==> src/rtl/nvseq_pkg.sv <==
package nvseq_pkg;

    localparam int KEY_W      = 14;
    localparam int PREFIX_LEN = 5;
    localparam int STEP_W     = $clog2(PREFIX_LEN + 1);

    localparam logic [KEY_W-1:0] KEY_STORE  = 14'h0FC0;
    localparam logic [KEY_W-1:0] KEY_RECALL = 14'h0C63;

    // Shared prefix; order is behaviour
    function automatic logic [KEY_W-1:0] prefix_key(input int idx);
        case (idx)
            0:       return 14'h0E38;
            1:       return 14'h31C7;
            2:       return 14'h03E0;
            3:       return 14'h3C1F;
            4:       return 14'h303F;
            default: return '0;
        endcase
    endfunction

    typedef enum logic [1:0] {
        CMD_NONE   = 2'd0,
        CMD_STORE  = 2'd1,
        CMD_RECALL = 2'd2
    } cmd_e;

    typedef enum logic [2:0] {
        ACC_IDLE  = 3'd0,  // no strobe
        ACC_HOLD  = 3'd1,  // busy: force idle
        ACC_WRITE = 3'd2,  // write: abort
        ACC_STEP  = 3'd3,  // enable-clocked read
        ACC_SKIP  = 3'd4   // read not enable-clocked
    } acc_e;

    typedef struct packed {
        logic next;    // key equals expected prefix entry
        logic first;   // key equals first prefix entry
        logic store;   // key equals store ending
        logic recall;  // key equals recall ending
    } hit_t;

    function automatic acc_e classify(input logic valid, input logic write,
                                      input logic ce, input logic busy);
        if (busy)       return ACC_HOLD;
        if (!valid)     return ACC_IDLE;
        if (write)      return ACC_WRITE;
        if (ce)         return ACC_STEP;
        return ACC_SKIP;
    endfunction

endpackage

==> src/rtl/nvseq_match.sv <==
module nvseq_match
    import nvseq_pkg::*;
(
    input  logic [STEP_W-1:0] step_i,
    input  logic [KEY_W-1:0]  key_i,
    output hit_t              hit_o
);
    logic [PREFIX_LEN-1:0] eq;

    genvar g;
    generate
        for (g = 0; g < PREFIX_LEN; g++) begin : g_cmp
            assign eq[g] = (key_i == prefix_key(g));
        end
    endgenerate

    always_comb begin
        hit_o        = '0;
        hit_o.first  = eq[0];
        hit_o.store  = (key_i == KEY_STORE);
        hit_o.recall = (key_i == KEY_RECALL);
        for (int i = 0; i < PREFIX_LEN; i++) begin
            if (step_i == STEP_W'(i)) hit_o.next = eq[i];
        end
    end
endmodule

==> src/rtl/nvseq_tracker.sv <==
module nvseq_tracker
    import nvseq_pkg::*;
(
    input  logic              clk,
    input  logic              rst,
    input  acc_e              kind_i,
    input  hit_t              hit_i,
    output logic [STEP_W-1:0] step_o,
    output cmd_e              cmd_o
);
    localparam logic [STEP_W-1:0] LAST = STEP_W'(PREFIX_LEN);
    localparam logic [STEP_W-1:0] ONE  = STEP_W'(1);

    logic [STEP_W-1:0] step_q, step_n;

    always_comb begin
        step_n = step_q;
        cmd_o  = CMD_NONE;
        case (kind_i)
            ACC_HOLD, ACC_WRITE: step_n = '0;
            ACC_STEP: begin
                if (step_q == LAST) begin
                    if (hit_i.store)       cmd_o = CMD_STORE;
                    else if (hit_i.recall) cmd_o = CMD_RECALL;
                    step_n = (cmd_o == CMD_NONE && hit_i.first) ? ONE : '0;
                end else if (hit_i.next) begin
                    step_n = step_q + ONE;
                end else begin
                    step_n = hit_i.first ? ONE : '0;
                end
            end
            default: step_n = step_q;
        endcase
    end

    always_ff @(posedge clk) begin
        if (rst) step_q <= '0;
        else     step_q <= step_n;
    end

    assign step_o = step_q;

    // busy leaves the detector idle
    a_r11_busy_idle: assert property (@(posedge clk) disable iff (rst)
        kind_i == ACC_HOLD |=> step_q == '0);
    // write aborts
    a_r5_write_abort: assert property (@(posedge clk) disable iff (rst)
        kind_i == ACC_WRITE |=> step_q == '0);
    // skipped and empty cycles keep progress
    a_r10_skip_hold: assert property (@(posedge clk) disable iff (rst)
        (kind_i == ACC_SKIP || kind_i == ACC_IDLE) |=> $stable(step_q));
    // progress moves one step at a time or restarts
    a_r2_single_step: assert property (@(posedge clk) disable iff (rst)
        step_q != $past(step_q) |->
            (step_q == $past(step_q) + ONE || step_q == '0 || step_q == ONE));
    a_r2_step_range: assert property (@(posedge clk) disable iff (rst)
        step_q <= LAST);
endmodule

==> src/rtl/nvseq_pulse.sv <==
module nvseq_pulse
    import nvseq_pkg::*;
(
    input  logic clk,
    input  logic rst,
    input  cmd_e cmd_i,
    output logic store_o,
    output logic recall_o
);
    always_ff @(posedge clk) begin
        if (rst) begin
            store_o  <= 1'b0;
            recall_o <= 1'b0;
        end else begin
            store_o  <= (cmd_i == CMD_STORE);
            recall_o <= (cmd_i == CMD_RECALL);
        end
    end

    // never both
    a_r12_exclusive: assert property (@(posedge clk) disable iff (rst)
        $onehot0({store_o, recall_o}));
    // store pulse lasts one cycle
    a_r2_store_single: assert property (@(posedge clk) disable iff (rst)
        store_o |=> !store_o);
    // recall pulse lasts one cycle
    a_r3_recall_single: assert property (@(posedge clk) disable iff (rst)
        recall_o |=> !recall_o);
endmodule

==> src/rtl/nvseq_detector.sv <==
module nvseq_detector
    import nvseq_pkg::*;
#(
    parameter int ADDR_W = 15
) (
    input  logic              clk,
    input  logic              rst,
    input  logic              busy_i,
    input  logic              acc_valid_i,
    input  logic [ADDR_W-1:0] acc_addr_i,
    input  logic              acc_write_i,
    input  logic              acc_ce_i,
    input  logic              acc_oe_i,
    output logic              store_req_o,
    output logic              recall_req_o
);
    localparam int UPPER_W = ADDR_W - KEY_W;

    acc_e              kind;
    hit_t              hit;
    cmd_e              cmd;
    logic [STEP_W-1:0] step;
    logic [KEY_W-1:0]  key;
    logic              unused_ign;

    assign kind = classify(acc_valid_i, acc_write_i, acc_ce_i, busy_i);
    assign key  = acc_addr_i[KEY_W-1:0];

    generate
        if (UPPER_W > 0) begin : g_upper
            assign unused_ign = ^{acc_oe_i, acc_addr_i[ADDR_W-1:KEY_W]};
        end else begin : g_flat
            assign unused_ign = acc_oe_i;
        end
    endgenerate

    nvseq_match u_match (
        .step_i (step),
        .key_i  (key),
        .hit_o  (hit)
    );

    nvseq_tracker u_track (
        .clk    (clk),
        .rst    (rst),
        .kind_i (kind),
        .hit_i  (hit),
        .step_o (step),
        .cmd_o  (cmd)
    );

    nvseq_pulse u_pulse (
        .clk      (clk),
        .rst      (rst),
        .cmd_i    (cmd),
        .store_o  (store_req_o),
        .recall_o (recall_req_o)
    );

    // a request follows only an enable-clocked read while not busy
    a_r11_req_source: assert property (@(posedge clk) disable iff (rst)
        (store_req_o || recall_req_o) |->
            $past(acc_valid_i && !acc_write_i && acc_ce_i && !busy_i));
    // store follows a read at the store ending
    a_r2_store_key: assert property (@(posedge clk) disable iff (rst)
        store_req_o |-> $past(acc_addr_i[KEY_W-1:0]) == KEY_STORE);
    // recall follows a read at the recall ending
    a_r3_recall_key: assert property (@(posedge clk) disable iff (rst)
        recall_req_o |-> $past(acc_addr_i[KEY_W-1:0]) == KEY_RECALL);
endmodule

==> config.mk <==
export PLATFORM = sky130hd
export DESIGN_NAME = nvseq_detector
export DESIGN_NICKNAME = d
export VERILOG_FILES = /design/src/rtl/nvseq_pkg.sv /design/src/rtl/nvseq_match.sv /design/src/rtl/nvseq_tracker.sv /design/src/rtl/nvseq_pulse.sv /design/src/rtl/nvseq_detector.sv
export SDC_FILE = /design/constraint.sdc
export NUM_CORES = 1
export LEC_CHECK = 0
export BUFFER_PORTS_ARGS = -buffer_cell sky130_fd_sc_hd__buf_2
export CAP_MARGIN = 15
export CORE_AREA = 8 8 45 47
export DETAILED_ROUTE_END_ITERATION = 10
export DIE_AREA = 0 0 53 55
export MAX_ROUTING_LAYER = met4
export PLACE_DENSITY = 0.85
export REMOVE_ABC_BUFFERS = 1
export SETUP_SLACK_MARGIN = 0.4
export SYNTH_ARGS = -nofsm -noshare
export SYNTH_HDL_FRONTEND = slang
export SYNTH_SLANG_ARGS = --single-unit
export TNS_END_PERCENT = 5
==> constraint.sdc <==
create_clock -name clk -period 2.15 [get_ports clk]
set_clock_uncertainty 0.2 [all_clocks]
set_input_delay 0.43 -clock clk [delete_from_list [all_inputs] [get_ports clk]]
set_output_delay 0.43 -clock clk [all_outputs]
set_load 0.1 [all_outputs]
* After elaboration in Yosys (flattened, before gate mapping)
Cells that the tools add are included.
Storage, ports and cells: output and inout bits 2, word-level logic and storage cells 60, memories 0, register bits after elaboration 5, memory bits (read-only) 0, memory bits (writable) 0, bits in latches 0
Cells by class: divide/modulo/power cells 0, multiplexer cells 34, reduce and logical (&&, ||, !) cells 5, bitwise operators 0, magnitude comparators 0, shifts and indexed selects 0, multiply operators 0, $add $sub $neg 1, equality and inequality tests 17
Operator list (number):
- $eq A14 B12 Y1 const B | 3
- $eq A14 B14 Y1 const B | 3
- $mux W3 | 10
- $mux W1 | 17
- $eq A14 B10 Y1 const B | 1
- $eq A3 B2 Y1 const B | 4
- $mux W2 | 6
- $eq A3 B1 Y1 const B | 2
- $eq A3 B3 Y1 const B | 2
- $pmux W3 S2 | 1
- $add A3 B1 Y3 const B | 1
- $logic_not A3 Y1 | 1
- $eq A2 B1 Y1 const B | 1
- $eq A2 B2 Y1 const B | 1
- $logic_not A2 Y1 | 1
- $reduce_bool A2 Y1 | 1
- $reduce_or A2 Y1 | 1
- $logic_and A1 B1 Y1 | 1

* Depth between registers and ports, before layout
Gate-level depths: netlist of the first run.
depth after elaboration 18, depth in mapped cells 7, mapped depth without buffers 7

* Modules after synthesis
From an unflattened synthesis of the first run, not the netlist that was laid out.
Second synthesis, totals: cell total of the unflattened synthesis 70, area, all modules 554.3 um^2
By module, submodules not included:
- nvseq_tracker | area an instance 235.2 um^2, cells each 28, instances 1, sequential area each 60.1 um^2
- nvseq_match | area an instance 217.7 um^2, cells each 32, instances 1, sequential area each 0.0 um^2
- nvseq_pulse | area an instance 55.1 um^2, cells each 4, instances 1, sequential area each 40.0 um^2
- nvseq_detector | area an instance 46.3 um^2, cells each 6, instances 1, sequential area each 0.0 um^2

* Worst setup path before layout of the first run
OpenSTA, ideal clock, no wires.
path kind register to register, from register u_track.step_q[1] (netlist: u_track.step_o[1]), to register u_track.step_q[0] (netlist: u_track.step_o[0]), stages on the path, launching flop included 8, library setup time 69 ps, period minus slack after synthesis 1738 ps, required time 1881 ps, path slack 412 ps, path buffers 0, data arrival time 1469 ps, cells stage by stage dfxtp_1 > inv_1 > ha_1 > and4b_1 > a41oi_1 > a21oi_1 > a211o_2 > o21ai_1
Between the ends: word-level cells in the longest chain between the ends 9
RTL lines:
- start: declaration | RTL line nvseq_tracker.sv:14 | logic [STEP_W-1:0] step_q, step_n;
- start signal: assignment | RTL line nvseq_tracker.sv:38 | else step_q <= step_n;
- $logic_not A3 Y1 | RTL line nvseq_match.sv:23 | if (step_i == STEP_W'(i)) hit_o.next = eq[i];
- $mux W1 (5 in a row) | RTL line nvseq_match.sv:23
- $mux W3 | RTL line nvseq_tracker.sv:26 | end else if (hit_i.next) begin
- $mux W3 * | RTL line nvseq_tracker.sv:22 | if (step_q == LAST) begin
- $pmux W3 S2 * | RTL line nvseq_tracker.sv:19 | case (kind_i)
Mark *: on every way between the ends. The rest lies on a longest branch, timed or not. A chain may end at the register's enable or synchronous reset.

* Final worst setup path of the first run
Same ends and word-level chain as after synthesis.

==> summary.md, run 1 <==
| Metric | Value |
|---|---|
| GR Util All Layers | `12.6%` |
| Critical path's slowest cell | `a211o_2` |
| Final setup TNS | `0 ns` |
| Yosys top cell area share | `17.3%` |
| FF+latch count, synth | `5` |
| Slew of the pin with the lowest slew margin | `0.487 ns` |
| Post-synthesis compound-gate area fraction | `23.5%` |
| Clock sink total | `5` |
| I/O Buffers | `21` |
| Critical path buffers and inverters | `1` |
| Distinct cells, synth | `36` |
| Final GP Congestion | `~0.85` |
| Top Family by Delay on Critical Path | `compound AO/OA/AOI/OAI gates` |
| Remaining DRCs | `0` |
| Synthesis-to-layout area growth | `34.1%` |
| Post-synth EDFFs | `0` |
| Net switching power | `62.6 uW` |
| Clock power share | `~43%` |
| CTS root buf | `clkbuf_4` |
| Pre-CTS setup slack | `0.183 ns` |
| I/O Pins | `24` |
| CTS buffer count | `3` |
| Number of diodes | `0` |
| Post-synthesis cell count | `69` |
| Met2 global-route usage | `between 20% and 30%` |
| Final setup viols | `0` |
| Fin crit share | `81.3%` |
| Sequential share of power | `36.9%` |
| Met3 Track Usage GR | `5.61%` |
| Core ar. | `0.00138 sq mm` |
| Std-Cell Rows | `14` |
| Most frequent cells in the layout | `buf_2, nand2_1, inv_1, nand3_1, a21oi_1` |
| Final hold vios | `0` |
| Most common cell after layout, fill and taps aside | `buf_2` |
| DR WL/cell | `approximately 15 um` |
| Worst skew pair latency | `0.24 ns` |
| Pleak | `0.000293 uW` |
| Adder-cell share of the synthesized area | `10.8%` |
| Vias in the first global route | `~660` |
| Ys async rst share | `0%` |
| Synth top area cells | `dfxtp_1, ha_1, nand2_1` |
| Crit. End Element | `register` |
| Drt initial violations | `12` |
| FF/Latch Area | `105 sq um` |
| Total congestion overflow | `0` |
| Met1 usage | `12.1%` |
| Max Buffers Root-to-Sink | `2` |
| Worst Path Arrival | `approximately 1.7 ns` |
| Slew HR | `67.8%` |
| Status | `completed` |
| Final Max Tran Viols | `0` |
| Largest family of logic cells by synthesized area | `simple AND/OR/NAND/NOR gates` |
| Ys flop type | `dfxtp_1` |
| Area of the multi-input gates | `a little under 500 sq um` |
| Mapped Area | `579 sq um` |
| Crit Reg-Reg Endpoint | `u_track.step_o[0]$_SDFFE_PP0P_` |
| P_int | `186 uW` |
| Hold EP | `u_pulse.store_o$_SDFF_PP0_` |
| Pin count of the biggest net entering global routing | `7` |
| 1st-pass router iterations | `4` |
| Final min period | `1.75 ns` |
| Pwr Total | `249 uW` |
| # hold bufs at CTS | `0` |
| Hpwl dp | `between 1000 and 1500 um` |
| Max incr delay on CP | `0.34 ns` |
| Busiest layer in global routing | `met2` |
| Syn. warnings | `0` |
| Fillers | `134` |
| Worst-path maximum fanout | `3` |
| Hold Path Origin | `acc_addr_i[8]` |
| Drt total wl | `1630 um` |
| Synth Area in Simple Gates | `a little under half` |
| Post-route ant nets | `0` |
| Vias | `646` |
| RSZ-0062 raised after global routing | `true` |
| WHS Path Cells | `3` |
| Xor and xnor area share after synthesis | `0%` |
| Antenna violations before repair | `0` |
| Worst Path Required | `2.11 ns` |
| Chip width | `53 um` |
| Initial Util | `41.9%` |
| Global-route wire length before repair | `between 2000 and 3000 um` |
| Die height | `55 um` |
| Max Clock Freq | `572 MHz` |
| Path depth of the worst reg2reg path | `7` |
| Layout cell share with drive strength beyond 1 | `47.4%` |
| Sw Share | `25.2%` |
| Critical R2R Launch | `u_track.step_o[1]$_SDFFE_PP0P_` |
| CP Launch Point | `u_track.step_o[1]$_SDFFE_PP0P_` |
| Clock transition at path regs | `0.04 ns` |
| H-tree levels | `1` |
| Nets@finish | `roughly 120` |
| VDD IR-drop max | `around 0.00032 V` |
| CTS tree | `built` |
| Syn_area_per_cell | `8.40 sq um` |
| Util after Layout | `56.1%` |
| Die area | `0.00292 sq mm` |
| Final worst setup slack | `0.403 ns` |
| P per Cell Area | `321 mW/mm^2` |
| Worst-path cell chain | `inv_1, ha_2, and4b_1, a41oi_2, a21oi_1, a211o_2, o21ai_2` |
| Kind of critical path | `register to register` |
| Post-synth top area cell | `dfxtp_1` |
| MaxCap Viol Count | `0` |
| Worst reg2reg setup slack | `0.40 ns` |
| Post-synthesis sequential area ratio | `17.3%` |
| Logic pwr share | `20.0%` |
| Vias per cell | `around 5.8` |
| Crit path launch type | `register` |
| Worst hold path class | `input port to register` |
| Multiplexer area fraction after synthesis | `0%` |
[how the worst max path moves through the flow]
| stage | to | depth (start not counted) | slack [ns] |
|---|---|---|---|
| CTS | u_track.step_o[0]$_SDFFE_PP0P_ | 7 | 0.40 |
| detailed placement | u_track.step_o[1]$_SDFFE_PP0P_ | 6 | 0.18 |
| finish | u_track.step_o[0]$_SDFFE_PP0P_ | 7 | 0.40 |
| global route | u_track.step_o[1]$_SDFFE_PP0P_ | 7 | 0.32 |
| floorplan | u_track.step_o[0]$_SDFFE_PP0P_ | 7 | 0.41 |
| global placement | u_track.step_o[1]$_SDFFE_PP0P_ | 6 | 0.21 |
[per-stage QoR]
step                      cells  instance area, sq um  hold WS, ns
after global placement      106                   704        0.299
final                       111                   777        0.269
after floorplan              69                   579        0.282
after global routing        111                   777        0.257
after CTS                   111                   768        0.251
after detailed placement    106                   704        0.304
[cells in the mapped netlist (2+ instances only)]
| cell | count |
|---|---|
| dfxtp_1 | 5 |
| nand4_1 | 2 |
| nor3_1 | 3 |
| a21oi_1 | 5 |
| nand2b_1 | 2 |
| o21ai_1 | 2 |
| inv_1 | 5 |
| nor3b_1 | 3 |
| nand2_1 | 8 |
| ha_1 | 5 |
| nand3_1 | 4 |
[logic make-up after synthesis]
group           Yosys count
flops                     5
buf+inv                   5
compound gates           18
simple gates             36
fa+ha+maj                 5
[layer usage]
layer,up-vias,wire length (um)
met5,-,0
met4,0,0
met3,0,157
met2,24,821
met1,301,650
li1,321,-
[cell type report]
type / count / share of cell area [%]
clock buffers: 4 / 3.38
multi-input cells: 59 / 63.6
flip-flops and latches: 5 / 13.5
repair buffers: 22 / 14.5
well taps: 16 / 2.58
inverters: 5 / 2.42
[sequential cells by signal, summed over array words and instances (netlist names)]
| register | flops |
|---|---|
| u_pulse.store_o | 1 |
| u_track.step_o | 3 |
| u_pulse.recall_o | 1 |
[power by group through the flow]
stage / clock network (uW) / registers, uW / logic [uW]
global placement: 0 / 94.7 / 45.8
finish: 107 / 91.8 / 49.9
CTS: 113 / 93.0 / 48.4
detailed placement: 0 / 94.7 / 47.7
global route: 124 / 91.5 / 54.9
floorplan: 0 / 94.7 / 17.1
[what timing repair did]
action	4_1_cts	5_1_grt
pin swaps	5	0
endpoints found under the setup margin	3	3
gates resized for setup	10	2
buffers inserted	1	0
hold endpoints to repair	0	0
[worst min-delay path, stage by stage]
cell and delay [ns]:
buf_2 0.13, nand2_1 0.07, nor3_1 0.04
(Power assumes the default switching activity.)
==> run 2: changes to the inputs <==
--- a/config.mk
+++ b/config.mk
@@ -5,13 +5,14 @@
 export SDC_FILE = /design/constraint.sdc
 export NUM_CORES = 1
 export LEC_CHECK = 0
+export ABC_AREA = 1
 export BUFFER_PORTS_ARGS = -buffer_cell sky130_fd_sc_hd__buf_2
 export CAP_MARGIN = 15
-export CORE_AREA = 8 8 45 47
+export CORE_MARGIN = 8
+export CORE_UTILIZATION = 45
 export DETAILED_ROUTE_END_ITERATION = 10
-export DIE_AREA = 0 0 53 55
 export MAX_ROUTING_LAYER = met4
-export PLACE_DENSITY = 0.85
+export PLACE_DENSITY = 0.87
 export REMOVE_ABC_BUFFERS = 1
 export SETUP_SLACK_MARGIN = 0.4
 export SYNTH_ARGS = -nofsm -noshare
==> constraint.sdc (replaced) <==
create_clock -name clk -period 1.75 [get_ports clk]
set_clock_uncertainty 0.2 [all_clocks]
set_input_delay 0.35 -clock clk [delete_from_list [all_inputs] [get_ports clk]]
set_output_delay 0.35 -clock clk [all_outputs]
set_load 0.1 [all_outputs]
==> summary.md, run 2 <==
| Metric | Value |
|---|---|
| Pin count of the biggest net entering global routing | `6` |
| Yosys top cell area share | `between 15 and 20%` |
| Clock sink total | `5` |
| Sequential share of power | `between 30% and 40%` |
| Nets@finish | `between 150 and 200` |
| GR Util All Layers | `approximately 13%` |
| Logic pwr share | `24.9%` |
| Chip width | `52.8 um` |
| Most frequent cells in the layout | `nand2_1, buf_2, inv_1` |
| Final GP Congestion | `0.843` |
| Worst skew pair latency | `0.25 ns` |
| Final min period | `1.78 ns` |
| Syn_area_per_cell | `5.80 sq um` |
| Ys async rst share | `0%` |
| Clock power share | `40.4%` |
| Post-synth top area cell | `dfxtp_1` |
| Post-synthesis sequential area ratio | `16.4%` |
| Global-route wire length before repair | `2720 um` |
| Drt total wl | `1650 um` |
| Worst-path maximum fanout | `5` |
| Hold Path Origin | `rst` |
| Worst reg2reg setup slack | `-0.03 ns` |
| CTS buffer count | `3` |
| Slew of the pin with the lowest slew margin | `0.310 ns` |
| Synthesis-to-layout area growth | `43.9%` |
| Syn. warnings | `0` |
| Layout cell share with drive strength beyond 1 | `37.6%` |
| 1st-pass router iterations | `4` |
| Final hold vios | `0` |
| Fin crit share | `101%` |
| Kind of critical path | `register to register` |
| P per Cell Area | `387 mW/mm^2` |
| Max Buffers Root-to-Sink | `2` |
| Most common cell after layout, fill and taps aside | `nand2_1` |
| # hold bufs at CTS | `0` |
| Crit Reg-Reg Endpoint | `u_track.step_o[2]$_SDFFE_PP0P_` |
| Slew HR | `79.3%` |
| Net switching power | `102 uW` |
| Placed cell count | `144` |
| CTS tree | `built` |
| Mapped Area | `609 sq um` |
| Crit. End Element | `register` |
| Fin cells | `148` |
| Worst Path Arrival | `1.76 ns` |
| Std-Cell Rows | `13` |
| Failing checks | `setup timing` |
| CTS root buf | `clkbuf_4` |
| MaxCap Viol Count | `0` |
| Post-synth EDFFs | `0` |
| Area of the multi-input gates | `499 sq um` |
| Number of diodes | `0` |
| Critical R2R Launch | `u_track.step_o[0]$_SDFFE_PP0P_` |
| FF/Latch Area | `about 110 sq um` |
| Max FFs per register | `3` |
| WHS Path Cells | `2` |
| VDD IR-drop max | `between 0.0004 and 0.0005 V` |
| Hold EP | `u_track.step_o[1]$_SDFFE_PP0P_` |
| Final Max Tran Viols | `0` |
| Initial Util | `47.4%` |
| Max Clock Freq | `563 MHz` |
| Synth top area cells | `dfxtp_1, nand2_1, ha_1` |
| Worst hold path class | `input port to register` |
| Path depth of the worst reg2reg path | `10` |
| DR WL/cell | `11.2 um` |
| P_int | `237 uW` |
| Crit path launch type | `register` |
| Final setup viols | `3` |
| FF+latch count, synth | `5` |
| H-tree levels | `1` |
| Final worst setup slack | `-0.0257 ns` |
| Clock transition at path regs | `0.05 ns` |
| Total congestion overflow | `0` |
| Hpwl dp | `~1400 um` |
| Remaining DRCs | `0` |
| Vias per cell | `around 4.9` |
| Antenna violations before repair | `0` |
| Fillers | `112` |
| I/O Buffers | `21` |
| Core ar. | `about 0.0013 sq mm` |
| Die height | `~53 um` |
| Vias | `729` |
| Sw Share | `30.1%` |
| Post-synthesis cell count | `105` |
| Worst Path Required | `1.73 ns` |
| Ys flop type | `dfxtp_1` |
| Commonest cells post-synth | `nand2_1, inv_1, nor2_1` |
| Die area | `0.00279 sq mm` |
| Vias in the first global route | `724` |
| Post-route ant nets | `0` |
| Most frequent cell after synthesis | `nand2_1` |
| Pleak | `0.000383 uW` |
| Status | `complete, but fails checks` |
| Setup bufs post-CTS | `0` |
| Distinct cells, synth | `19` |
| Final setup TNS | `-0.0508 ns` |
| Pwr Total | `339 uW` |
| RSZ-0062 raised after global routing | `true` |
| Drt initial violations | `13` |
| I/O Pins | `24` |
[run 2: changes by cell type in the layout (fill, tap and decap cells not counted), moves of 4 or more]
| cell | change |
|---|---|
| nor2_1 | +14 |
| nand2_2 | +4 |
| nand2_1 | +16 |
| nor2_2 | +5 |
| nand3_1 | +6 |
| inv_1 | +11 |
[run 2: timing repair]
action | in CTS | in global routing
endpoints found under the setup margin | 7 | 7
pin swaps | 5 | 8
gates resized for setup | 13 | 12
[run 2: kinds of logic (layout without fill, tap and decap cells)]
family	after synthesis	count (layout)	synth area share, %
buffers and inverters	17	45	10.5
AO/OA/AOI/OAI	10	10	10.5
AND/OR/NAND/NOR	68	68	52.4
adder cells (fa/ha/maj)	5	5	10.3
flip-flops	5	5	16.4
[run 2: area by class of cell]
cell class | instances | area share (%)
inverters | 17 | 7.56
flip-flops and latches | 5 | 12.4
well taps | 15 | 2.14
repair buffers | 24 | 18.0
clock buffers | 4 | 3.00
multi-input cells | 83 | 56.9
[run 2: worst max path at each step]
stage	from	endpoint	slack [ns]	cells past startpoint
6_report	u_track.step_o[0]$_SDFFE_PP0P_	u_track.step_o[2]$_SDFFE_PP0P_	-0.03	10
5_1_grt	u_track.step_o[0]$_SDFFE_PP0P_	u_track.step_o[2]$_SDFFE_PP0P_	-0.12	10
4_1_cts	u_track.step_o[0]$_SDFFE_PP0P_	u_track.step_o[0]$_SDFFE_PP0P_	-0.006	11
3_5_place_dp	u_track.step_o[0]$_SDFFE_PP0P_	u_track.step_o[0]$_SDFFE_PP0P_	-0.06	11
3_3_place_gp	u_track.step_o[0]$_SDFFE_PP0P_	u_track.step_o[0]$_SDFFE_PP0P_	-0.03	11
2_1_floorplan	u_track.step_o[0]$_SDFFE_PP0P_	u_track.step_o[0]$_SDFFE_PP0P_	0.05	11
[run 2: stage by stage]
| stage | setup slack (ns) | utilization [%] | hold WS (ns) | area [sq um] |
|---|---|---|---|---|
| after floorplan | 0.0489 | - | 0.212 | 609 |
| after global placement | -0.0258 | 58.8 | 0.327 | 756 |
| after detailed placement | -0.0606 | 58.8 | 0.329 | 756 |
| after CTS | -0.00642 | 64.6 | 0.0652 | 830 |
| after global routing | -0.116 | 68.3 | 0.0561 | 877 |
| final | -0.0257 | 68.3 | 0.0695 | 877 |
[run 2: power by group through the flow]
stage / combinational, uW / clock, uW / sequential [uW]
floorplan: 38.6 / 0 / 121
global placement: 78.2 / 0 / 121
detailed placement: 81.5 / 0 / 121
CTS: 83.1 / 140 / 118
global route: 96.3 / 156 / 118
finish: 84.6 / 137 / 117
[run 2: worst max-delay path, stage by stage, from the launching register on]
cell and delay, ns:
dfxtp_4 0.37, ha_4 0.17, ha_4 0.14, or2_1 0.20, a21oi_1 0.11, nand2_1 0.06
nand2_1 0.07, nand2_2 0.06, nand2_2 0.09, nand3b_1 0.11, a21oi_2 0.13
[run 2: layer usage]
layer | global-route usage [%] | vias to the layer above | wire length [um]
met2 | 22.3 | 18 | 875
met3 | 4.83 | 0 | 103
met1 | 13.5 | 319 | 671
met4 | 1.29 | 0 | 0
met5 | - | - | 0
li1 | - | 392 | -
==> run 3: changes to the inputs <==
--- a/config.mk
+++ b/config.mk
@@ -9,10 +9,11 @@
 export BUFFER_PORTS_ARGS = -buffer_cell sky130_fd_sc_hd__buf_2
 export CAP_MARGIN = 15
 export CORE_MARGIN = 8
-export CORE_UTILIZATION = 45
+export CORE_UTILIZATION = 28
 export DETAILED_ROUTE_END_ITERATION = 10
+export GPL_TIMING_DRIVEN = 0
 export MAX_ROUTING_LAYER = met4
-export PLACE_DENSITY = 0.87
+export PLACE_DENSITY = 0.63
 export REMOVE_ABC_BUFFERS = 1
 export SETUP_SLACK_MARGIN = 0.4
 export SYNTH_ARGS = -nofsm -noshare
==> summary.md, run 3 (synthesized netlist as in run 2, its figures left out) <==
| Metric | Value |
|---|---|
| Status | `complete, but fails checks` |
| Failing checks | `setup timing` |
| Util after Layout | `41.1%` |
| Worst-path cell chain | `ha_4, ha_4, or2_1, a21oi_2, nand2_1, nand2_1, nand2_2, nand2_2, nand3b_1, a21oi_2` |
| Vias per cell | `4.68` |
| Max incr delay on CP | `0.37 ns` |
| Worst-path maximum fanout | `5` |
| 1st-pass router iterations | `5` |
| Highest metal used | `met4` |
| Area of the multi-input gates | `512 sq um` |
| Critical path's slowest cell | `dfxtp_4` |
| Setup bufs post-CTS | `0` |
| Vias | `between 700 and 800` |
| Final setup viols | `1` |
| Clock transition at path regs | `0.04 ns` |
| Crit path launch type | `register` |
| Drt initial violations | `19` |
| VDD IR-drop max | `0.000346 V` |
| Drt total wl | `between 1500 and 2000 um` |
| Post-DP Area | `around 750 sq um` |
| Remaining DRCs | `0` |
| Antenna violations before repair | `0` |
| Most common cell after layout, fill and taps aside | `nand2_1` |
| Slew of the pin with the lowest slew margin | `0.286 ns` |
| Pleak | `0.000373 uW` |
| Fillers | `between 200 and 250` |
| Final GP Congestion | `about 0.87` |
| Final setup TNS | `-0.00134 ns` |
| Crit. End Element | `register` |
| Most frequent cells in the layout | `nand2_1, buf_2, inv_1` |
| Slew HR | `80.8%` |
| Final worst setup slack | `-0.00134 ns` |
| Final Max Tran Viols | `0` |
| Std-Cell Rows | `17` |
| Hpwl dp | `1330 um` |
| Max FFs per register | `3` |
| Number of diodes | `0` |
| Die area | `0.00393 sq mm` |
| # hold bufs at CTS | `0` |
| Hold_ws | `0.0705 ns` |
| I/O Buffers | `21` |
| MaxCap Viol Count | `0` |
| Worst skew pair latency | `0.24 ns` |
| Met3 WL | `125 um` |
| Post-route ant nets | `0` |
| Max Clock Freq | `571 MHz` |
| Synthesis-to-layout area growth | `43.3%` |
| Met1 WL | `705 um` |
| Post-layout instance area | `roughly 870 sq um` |
| CTS tree | `built` |
| Layout cell share with drive strength beyond 1 | `36.9%` |
| P per Cell Area | `roughly 380 mW/mm^2` |
| Clock sink total | `5` |
| Pin count of the biggest net entering global routing | `7` |
| RSZ-0062 raised after global routing | `true` |
| Chip width | `about 63 um` |
| I/O Pins | `24` |
| Total congestion overflow | `0` |
| Max Buffers Root-to-Sink | `2` |
| Met2 wire len | `around 750 um` |
| Kind of critical path | `register to register` |
| Nets@finish | `158` |
| Final min period | `about 1.8 ns` |
| Initial Util | `around 29%` |
| DR WL/cell | `10.1 um` |
| Global-route wire length before repair | `2830 um` |
| CTS root buf | `clkbuf_4` |
| Core ar. | `0.00213 sq mm` |
| Die height | `62.7 um` |
| Worst Path Required | `approximately 1.7 ns` |
| H-tree levels | `1` |
| Worst hold path class | `input port to register` |
| Vias in the first global route | `~730` |
| Final hold vios | `0` |
| CTS buffer count | `3` |
| Worst Path Arrival | `between 1.5 and 2 ns` |
| GR Util All Layers | `under 10%` |
| Fin crit share | `100%` |
| Pwr Total | `331 uW` |
| FF/Latch Area | `106 sq um` |
## run 3: where the power goes
part           internal (uW)  switching [uW]
combinational           33.8            46.4
sequential               116            4.28
clock                   86.0            44.7
## run 3: what timing repair did
| action | CTS | global route |
|---|---|---|
| setup endpoints to repair | 7 | 7 |
| pin swaps | 5 | 3 |
| gates resized for setup | 16 | 7 |
## run 3: path summary, 6_finish.rpt
path	startpoint	to	slack, ns	depth (start not counted)
max reg2reg	u_track.step_o[0]$_SDFFE_PP0P_	u_track.step_o[2]$_SDFFE_PP0P_	-0.001	10
min reg2reg	u_track.step_o[1]$_SDFFE_PP0P_	u_track.step_o[1]$_SDFFE_PP0P_	0.34	2
max	u_track.step_o[0]$_SDFFE_PP0P_	u_track.step_o[2]$_SDFFE_PP0P_	-0.001	10
min	rst	u_track.step_o[1]$_SDFFE_PP0P_	0.07	2
## run 3: layout make-up
type	count	share of cell area, %
well taps	28	4.01
repair buffers	21	14.9
clock buffers	4	3.01
inverters	17	7.31
multi-input cells	83	58.6
flip-flops and latches	5	12.2
## run 3: metal layers
| metal | global-route usage [%] | up-vias |
|---|---|---|
| li1 | - | 388 |
| met1 | 8.89 | 326 |
| met2 | 14.5 | 24 |
| met3 | 4.12 | 2 |
| met4 | 1.71 | 0 |
| met5 | - | - |
## run 3: worst max-delay path, delay by kind of cell (launching register included)
family / cells / cell delay, ns
AOI/OAI and AO/OA: 2 / 0.24
DFF: 1 / 0.37
adders and majority gates: 2 / 0.31
and+or+nand+nor: 6 / 0.57
## run 3: stage by stage
stage	cells	setup WS, ns
5_1_grt	158	-0.156
3_5_place_dp	154	-0.0723
2_1_floorplan	105	0.0489
3_3_place_gp	154	-0.0467
6_report	158	-0.00134
4_1_cts	158	-0.000775
